[src/rtl/cfd_pkg.sv]
package cfd_pkg;
  localparam int FRAME_BYTES = 112;
  localparam int HDR_BYTES   = 80;
  localparam int TGT_BYTES   = 8;
  localparam int LO_BYTES    = HDR_BYTES + TGT_BYTES;
  localparam int HI_START    = 102;
  localparam int HI_BYTES    = FRAME_BYTES - HI_START;
  localparam int GLB_BYTES   = 8;
  localparam int REC_BYTES   = 8;
  // byte positions inside the upper window (frame byte minus HI_START)
  localparam int HI_GLB  = 0;
  localparam int HI_MASK = 2;
  localparam int HI_OFF  = 4;
  localparam int HI_CID  = 8;
  localparam int HI_KIND = 9;
  localparam logic [7:0] KIND_GLB = 8'hFF;
  localparam logic [7:0] KIND_CLU = 8'hFE;
endpackage

[src/rtl/cfd_frame_asm.sv]
module cfd_frame_asm
  import cfd_pkg::*;
(
  input  logic                    clk,
  input  logic                    rst_n,
  input  logic                    clear,
  input  logic                    in_valid,
  input  logic [7:0]              in_data,
  output logic                    frame_done,
  output logic [8*LO_BYTES-1:0]   lo_bytes,
  output logic [8*HI_BYTES-1:0]   hi_bytes
);
  localparam int CW = $clog2(FRAME_BYTES);
  localparam logic [CW-1:0] LAST = CW'(FRAME_BYTES - 1);

  logic [CW-1:0] cnt_q, cnt_d;
  logic          take;

  assign take       = in_valid && !clear;
  assign frame_done = take && (cnt_q == LAST);

  always_comb begin
    cnt_d = cnt_q;
    if (clear)         cnt_d = '0;
    else if (in_valid) cnt_d = (cnt_q == LAST) ? '0 : cnt_q + 1'b1;
  end

  always_ff @(posedge clk or negedge rst_n) begin
    if (!rst_n) cnt_q <= '0;
    else        cnt_q <= cnt_d;
  end

  // Only bytes that some frame type decodes are stored; the final byte is
  // taken straight from the input in the cycle it arrives.
  for (genvar k = 0; k < FRAME_BYTES - 1; k++) begin : g_byte
    if (k < LO_BYTES || k >= HI_START) begin : g_keep
      logic [7:0] b_q;
      logic       en;
      assign en = take && (cnt_q == CW'(k));
      always_ff @(posedge clk) begin
        if (en) b_q <= in_data;
      end
      if (k < LO_BYTES) begin : g_lo
        assign lo_bytes[8*k +: 8] = b_q;
      end else begin : g_hi
        assign hi_bytes[8*(k-HI_START) +: 8] = b_q;
      end
    end
  end

  assign hi_bytes[8*(HI_BYTES-1) +: 8] = in_data;
endmodule

[src/rtl/cfd_dispatch.sv]
module cfd_dispatch
  import cfd_pkg::*;
#(
  parameter int NUM_CLUSTERS = 6
)(
  input  logic                        clk,
  input  logic                        rst_n,
  input  logic                        frame_done,
  input  logic [8*LO_BYTES-1:0]       lo_bytes,
  input  logic [8*HI_BYTES-1:0]       hi_bytes,
  output logic [8*GLB_BYTES-1:0]      glb_reg,
  output logic [16*NUM_CLUSTERS-1:0]  clu_mask,
  output logic [32*NUM_CLUSTERS-1:0]  clu_offset,
  output logic                        clu_err,
  output logic                        work_valid,
  output logic [8*HDR_BYTES-1:0]      work_header,
  output logic [8*TGT_BYTES-1:0]      work_target
);
  localparam logic [7:0] NC8 = 8'(NUM_CLUSTERS);

  logic [7:0]               kind, cid;
  logic                     is_glb, is_clu, is_work, cid_ok;
  logic [15:0]              mask_new;
  logic [31:0]              off_new;
  logic [8*HDR_BYTES-1:0]   hdr_new;
  logic [8*TGT_BYTES-1:0]   tgt_new;
  logic                     err_d;

  assign kind    = hi_bytes[8*HI_KIND +: 8];
  assign cid     = hi_bytes[8*HI_CID  +: 8];
  assign is_glb  = frame_done && (kind == KIND_GLB);
  assign is_clu  = frame_done && (kind == KIND_CLU);
  assign is_work = frame_done && (kind != KIND_GLB) && (kind != KIND_CLU);
  assign cid_ok  = cid < NC8;

  assign mask_new = {hi_bytes[8*HI_MASK +: 8], hi_bytes[8*(HI_MASK+1) +: 8]};
  assign off_new  = {hi_bytes[8*HI_OFF +: 8],     hi_bytes[8*(HI_OFF+1) +: 8],
                     hi_bytes[8*(HI_OFF+2) +: 8], hi_bytes[8*(HI_OFF+3) +: 8]};

  // undo the byte reversal of the work payload
  for (genvar i = 0; i < HDR_BYTES; i++) begin : g_hdr
    assign hdr_new[8*i +: 8] = lo_bytes[8*(HDR_BYTES-1-i) +: 8];
  end
  for (genvar j = 0; j < TGT_BYTES; j++) begin : g_tgt
    assign tgt_new[8*j +: 8] = lo_bytes[8*(LO_BYTES-1-j) +: 8];
  end

  assign err_d = clu_err || (is_clu && !cid_ok);

  always_ff @(posedge clk or negedge rst_n) begin
    if (!rst_n) begin
      glb_reg     <= '0;
      clu_err     <= 1'b0;
      work_valid  <= 1'b0;
      work_header <= '0;
      work_target <= '0;
    end else begin
      clu_err    <= err_d;
      work_valid <= is_work;
      if (is_glb) glb_reg <= hi_bytes[8*HI_GLB +: 8*GLB_BYTES];
      if (is_work) begin
        work_header <= hdr_new;
        work_target <= tgt_new;
      end
    end
  end

  for (genvar c = 0; c < NUM_CLUSTERS; c++) begin : g_clu
    logic en;
    assign en = is_clu && cid_ok && (cid == 8'(c));
    always_ff @(posedge clk or negedge rst_n) begin
      if (!rst_n) begin
        clu_mask[16*c +: 16]   <= '0;
        clu_offset[32*c +: 32] <= '0;
      end else if (en) begin
        clu_mask[16*c +: 16]   <= mask_new;
        clu_offset[32*c +: 32] <= off_new;
      end
    end
  end
endmodule

[src/rtl/cfd_result_ser.sv]
module cfd_result_ser
  import cfd_pkg::*;
#(
  parameter int DEPTH = 4
)(
  input  logic        clk,
  input  logic        rst_n,
  input  logic        res_valid,
  input  logic [31:0] res_nonce,
  input  logic [7:0]  res_core,
  input  logic [7:0]  res_cluster,
  output logic        res_ready,
  output logic        tx_valid,
  output logic [7:0]  tx_data,
  input  logic        tx_ready
);
  localparam int AW   = (DEPTH > 1) ? $clog2(DEPTH) : 1;
  localparam int CNTW = $clog2(DEPTH + 1);
  localparam int BW   = $clog2(REC_BYTES);
  localparam logic [AW-1:0]   PTR_LAST = AW'(DEPTH - 1);
  localparam logic [CNTW-1:0] FULL     = CNTW'(DEPTH);
  localparam logic [BW-1:0]   B_LAST   = BW'(REC_BYTES - 1);

  logic [8*REC_BYTES-1:0] mem [DEPTH];
  logic [8*REC_BYTES-1:0] rec_in;
  logic [AW-1:0]          wptr_q, wptr_d, rptr_q, rptr_d;
  logic [CNTW-1:0]        cnt_q, cnt_d;
  logic [BW-1:0]          bidx_q, bidx_d;
  logic                   push, xfer, pop;

  // byte b of the record sits at bits 8b+7:8b
  assign rec_in = {res_cluster, res_core, 8'h00, 8'h00,
                   res_nonce[7:0], res_nonce[15:8], res_nonce[23:16], res_nonce[31:24]};

  assign res_ready = (cnt_q != FULL);
  assign tx_valid  = (cnt_q != '0);
  assign push      = res_valid && res_ready;
  assign xfer      = tx_valid && tx_ready;
  assign pop       = xfer && (bidx_q == B_LAST);
  assign tx_data   = mem[rptr_q][{bidx_q, 3'b000} +: 8];

  always_comb begin
    wptr_d = wptr_q;
    rptr_d = rptr_q;
    cnt_d  = cnt_q;
    bidx_d = bidx_q;
    if (push) wptr_d = (wptr_q == PTR_LAST) ? '0 : wptr_q + 1'b1;
    if (pop)  rptr_d = (rptr_q == PTR_LAST) ? '0 : rptr_q + 1'b1;
    if (xfer) bidx_d = (bidx_q == B_LAST) ? '0 : bidx_q + 1'b1;
    case ({push, pop})
      2'b10:   cnt_d = cnt_q + 1'b1;
      2'b01:   cnt_d = cnt_q - 1'b1;
      default: cnt_d = cnt_q;
    endcase
  end

  always_ff @(posedge clk or negedge rst_n) begin
    if (!rst_n) begin
      wptr_q <= '0;
      rptr_q <= '0;
      cnt_q  <= '0;
      bidx_q <= '0;
    end else begin
      wptr_q <= wptr_d;
      rptr_q <= rptr_d;
      cnt_q  <= cnt_d;
      bidx_q <= bidx_d;
    end
  end

  always_ff @(posedge clk) begin
    if (push) mem[wptr_q] <= rec_in;
  end
endmodule

[src/rtl/cmd_frame_decoder.sv]
module cmd_frame_decoder
  import cfd_pkg::*;
#(
  parameter int NUM_CLUSTERS = 6,
  parameter int RES_DEPTH    = 4
)(
  input  logic                        clk,
  input  logic                        rst_n,
  input  logic                        clear,
  input  logic                        in_valid,
  input  logic [7:0]                  in_data,
  output logic [8*GLB_BYTES-1:0]      glb_reg,
  output logic [16*NUM_CLUSTERS-1:0]  clu_mask,
  output logic [32*NUM_CLUSTERS-1:0]  clu_offset,
  output logic                        clu_err,
  output logic                        work_valid,
  output logic [8*HDR_BYTES-1:0]      work_header,
  output logic [8*TGT_BYTES-1:0]      work_target,
  input  logic                        res_valid,
  input  logic [31:0]                 res_nonce,
  input  logic [7:0]                  res_core,
  input  logic [7:0]                  res_cluster,
  output logic                        res_ready,
  output logic                        tx_valid,
  output logic [7:0]                  tx_data,
  input  logic                        tx_ready
);
  logic [1:0]              rs_q;
  logic                    rst_int_n;
  logic                    frame_done;
  logic [8*LO_BYTES-1:0]   lo_bytes;
  logic [8*HI_BYTES-1:0]   hi_bytes;

  // reset asserts at once, releases on the second clock edge
  always_ff @(posedge clk or negedge rst_n) begin
    if (!rst_n) rs_q <= 2'b00;
    else        rs_q <= {rs_q[0], 1'b1};
  end
  assign rst_int_n = rs_q[1];

  cfd_frame_asm u_asm (
    .clk(clk), .rst_n(rst_int_n), .clear(clear), .in_valid(in_valid),
    .in_data(in_data), .frame_done(frame_done), .lo_bytes(lo_bytes),
    .hi_bytes(hi_bytes)
  );

  cfd_dispatch #(.NUM_CLUSTERS(NUM_CLUSTERS)) u_disp (
    .clk(clk), .rst_n(rst_int_n), .frame_done(frame_done),
    .lo_bytes(lo_bytes), .hi_bytes(hi_bytes), .glb_reg(glb_reg),
    .clu_mask(clu_mask), .clu_offset(clu_offset), .clu_err(clu_err),
    .work_valid(work_valid), .work_header(work_header),
    .work_target(work_target)
  );

  cfd_result_ser #(.DEPTH(RES_DEPTH)) u_ser (
    .clk(clk), .rst_n(rst_int_n), .res_valid(res_valid),
    .res_nonce(res_nonce), .res_core(res_core), .res_cluster(res_cluster),
    .res_ready(res_ready), .tx_valid(tx_valid), .tx_data(tx_data),
    .tx_ready(tx_ready)
  );
endmodule

[config.mk]
export PLATFORM = sky130hd
export DESIGN_NAME = cmd_frame_decoder
export DESIGN_NICKNAME = d
export VERILOG_FILES = /design/src/rtl/cfd_pkg.sv /design/src/rtl/cfd_frame_asm.sv /design/src/rtl/cfd_dispatch.sv /design/src/rtl/cfd_result_ser.sv /design/src/rtl/cmd_frame_decoder.sv
export SDC_FILE = /design/constraint.sdc
export NUM_CORES = 2
export LEC_CHECK = 0
export BUFFER_PORTS_ARGS = -buffer_cell sky130_fd_sc_hd__buf_2
export CORE_AREA = 2 2 386 541
export DETAILED_ROUTE_END_ITERATION = 12
export DIE_AREA = 0 0 388 543
export PLACE_DENSITY_LB_ADDON = 0.2
export SLEW_MARGIN = 10
export SYNTH_ARGS = -nofsm -noshare
export SYNTH_HDL_FRONTEND = slang
export SYNTH_SLANG_ARGS = --single-unit
[constraint.sdc]
create_clock -name clk -period 39.5 [get_ports clk]
set_input_delay 7.9 -clock clk [delete_from_list [all_inputs] [get_ports clk]]
set_output_delay 7.9 -clock clk [all_outputs]
set_load 0.01 [all_outputs]
==> flow_summary.json <==
{
  "use_met2_pct": 33.2,
  "die_area_sq_um": 211000,
  "maxSlewViolCount": 0,
  "nFillCells": 18600,
  "path_max_fanout": 68,
  "drc": 0,
  "port_buffers": 1129,
  "synth-simple-area-share_pct": 1.44,
  "async_reset_ff_share_pct": 52.7,
  "ys_types": 49,
  "ys_ff_latch": 2045,
  "grt_pass1_vias": 39100,
  "ys_seq_area_share_pct": 78.1,
  "crit_family": "buffers and inverters",
  "rsz0062_at_grt": "no",
  "r2r_slack_ns": 33.51,
  "hp-start": "rs_q[0]$_DFF_PN0_",
  "clkPwrFrac_pct": 42.9,
  "ios": 1130,
  "worstSetupPathType": "in2reg",
  "synthTopCellsByCount": "1,077 x dfrtp_1, 968 x edfxtp_1, 649 x mux2_2",
  "min_path_type": "reg2reg",
  "synth_xor_area_share_pct": 0.0488,
  "synthMuxAreaShare_pct": 18.1,
  "layout-drive-gt1-share_pct": 43.2,
  "hold_viol": 0,
  "skew_ns": 0.0700,
  "grt_usage_pct": 20.1,
  "fmaxAchievable_mhz": 82.4,
  "nets": 4993,
  "coreArea_sq_um": 206000,
  "synth_most_common_cell": "dfrtp_1",
  "yosys.area.top_type_share_pct": 40.5,
  "power_frac_comb_pct": 5.6,
  "synthTopCellsByArea": "edfxtp_1 41%, dfrtp_1 38%, mux2_2 10%",
  "regArea_sq_um": 56000,
  "placed_area_sq_um": 80400,
  "die_w_um": 388,
  "cap_violations": 0,
  "grt_use_met1_pct": 24.7,
  "period_minus_slack_ns": 12.14,
  "synth-compound-area-share_pct": 0.581,
  "wl_per_cell_um": 27.7,
  "synth_top_cell_by_area": "edfxtp_1",
  "grt_remaining_overflow": 0,
  "endpoint_kind": "flip-flop",
  "cpPeakStageDelay_ns": 0.90,
  "wirelength_um": 216000,
  "cts_tree": "yes",
  "cp_common_cell": "buf_4",
  "grt_pass1_wl_um": 305000,
  "initial_core_util_pct": 34.9,
  "crit_chain": "buf_2 -> nand4_2 -> or2_1 -> nor3_4 -> buf_4 -> buf_4 -> buf_4 -> buf_4 -> mux2_1",
  "hold_depth": 0,
  "stdcell_area_sq_um": 87000,
  "worst_pin_slew_ns": 1.24,
  "num_vias": 37700,
  "clockBufferDepth": 4,
  "cts_resized": 0,
  "syn_inst": 3653,
  "largest_reg_flops": 776,
  "clk_latency_ns": 0.85,
  "antenna_found_initial": 35,
  "synth_top_family_by_area": "multiplexers",
  "p_int_mw": 3.47,
  "fp.dieH_um": 543,
  "dp.final_hpwl_um": 146000,
  "cts_max_level": 4,
  "path_buf_inv": 5,
  "irDropWorstVdd_mv": 0.0383,
  "drt_iter0_drc": 2099,
  "synth.avg_cell_area_sq_um": 19.6,
  "status": "completed",
  "post-cts-setup-buffers": 0,
  "path_depth": 9,
  "synth_edf_count": 968,
  "drtAntennaViolNets": 0,
  "r2r-start": "u_asm.cnt_q[1]$_DFFE_PN0P_",
  "row_count": 197,
  "grt-busiest-layer": "met2",
  "viasPerCell": 4.84,
  "crit_slowest_cell": "buf_4",
  "globalplace.congestion": 0.783,
  "synth_nets": 3728,
  "grt.met3_usage_pct": 7.64,
  "cts.reportedPaths.clkPinSlew_ns": 0.06,
  "cp-start-kind": "input port",
  "ys.flop_type": "dfrtp_1",
  "r2r-end": "u_disp.work_header[349]$_DFFE_PN0P_",
  "finalSetupViolCount": 0,
  "r2r_cells": 9,
  "period_share_pct": 30.7,
  "leakage_nw": 41.1,
  "switchingPower_mw": 1.02,
  "relSlewSlack_pct": 16.4,
  "postCtsHoldBufs": 0,
  "largest_register": "u_asm.g_byte.g_keep.b_q",
  "synth-warning-count": 0,
  "synthToLayoutAreaGrowth_pct": 21.2,
  "finalSetupTns_ns": 0,
  "first_pass_iters": 5,
  "multiInputGateArea_sq_um": 14700,
  "design_power_total_mw": 4.49,
  "power_frac_seq_pct": 51.5,
  "cts.sinks": 2045,
  "arrival_ns": 12.86,
  "root_buffer": "clkbuf_16",
  "cts_made_buffers": 204,
  "powerDensity_nw_per_um2": 51.6,
  "cp_data_required_time_ns": 40.22,
  "largest_registers": "u_asm.g_byte.g_keep.b_q: 776 flops, u_disp.work_header: 640 flops",
  "synth_fa_ha_area_share_pct": 0.237,
  "min_to": "rs_q[1]$_DFF_PN0_",
  "synth_area_sq_um": 71800,
  "grt_max_degree": 77,
  "switching_share_pct": 22.7
}
==> cells in the final DEF, fill, tap and decap left out, types with 15 or more instances in the layout <==
cell type / Yosys / final
buf_2: 40 / 1121
dfrtp_1: 1077 / 1075
edfxtp_1: 968 / 968
mux2_2: 649 / 649
mux2_1: 413 / 413
clkbuf_16: 0 / 207
nor2_1: 108 / 98
buf_4: 21 / 89
mux2i_1: 62 / 62
clkbuf_1: 30 / 60
nand3_1: 38 / 37
clkinv_2: 0 / 35
nand2_1: 32 / 32
clkbuf_8: 0 / 23
mux4_2: 17 / 17
clkinv_1: 0 / 16
a22oi_1: 15 / 15
==> worst max-delay path by stage <==
stage | start | end
detailed placement | in_data[3] | u_disp.work_header[349]$_DFFE_PN0P_
floorplan | rs_q[1]$_DFF_PN0_ | u_asm.cnt_q[0]$_DFFE_PN0P_
global route | in_valid | u_disp.work_header[349]$_DFFE_PN0P_
CTS | in_data[3] | u_disp.work_header[349]$_DFFE_PN0P_
global placement | in_data[7] | u_disp.work_header[395]$_DFFE_PN0P_
finish | in_valid | u_disp.work_header[349]$_DFFE_PN0P_
==> stage by stage <==
stage | setup slack [ns] | hold slack [ns] | std cells | utilization [%]
floorplan | 7.26 | 0.331 | 3653 | -
global placement | 26.46 | 0.337 | 7397 | 39.1
detailed placement | 26.48 | 0.338 | 7398 | 39.1
CTS | 27.43 | 0.352 | 7771 | 42.3
global route | 27.14 | 0.355 | 7773 | 42.3
finish | 27.36 | 0.352 | 7783 | 42.3
==> layout make-up <==
cell class | instances | area share (%)
sequential | 2045 | 64.4
multi-input combinational | 1444 | 16.9
timing repair buffer | 1211 | 7.23
clock buffer | 290 | 6.58
tap | 2686 | 3.86
clock inverter | 83 | 0.992
inverter | 12 | 0.0518
antenna | 12 | 0.0345
==> power by group through the flow <==
| stage | registers [mW] | logic (mW) | clock network (mW) |
|---|---|---|---|
| global placement | 2.35 | 0.258 | 0 |
| CTS | 2.31 | 0.261 | 1.98 |
| global route | 2.31 | 0.278 | 2.05 |
| finish | 2.31 | 0.251 | 1.93 |
| floorplan | 2.35 | 0.139 | 0 |
| detailed placement | 2.35 | 0.260 | 0 |
==> cell families after synthesis <==
kind of cell / count (synthesis)
buffers and inverters: 164
adders and majority gates: 13
xor gates and xnor gates: 4
AOI/OAI and AO/OA: 60
and+or+nand+nor: 225
DFF: 2045
muxes: 1141
other: 1
==> metal layers <==
layer | part of all wire [%] | routed length [um]
met3 | 9.8 | 21000
met1 | 40 | 85900
met2 | 48 | 103000
met5 | 0.096 | 208
met4 | 2.5 | 5450
==> worst register-to-register path: stages (launching register included) <==
cell     delay (ns)
dfrtp_1        0.44
ha_1           0.55
nand4_2        0.30
or2_1          0.38
nor3_4         0.23
buf_4          0.69
buf_4          0.90
buf_4          0.97
buf_4          0.99
mux2_1         0.45
Power figures use the tool's default switching activity.
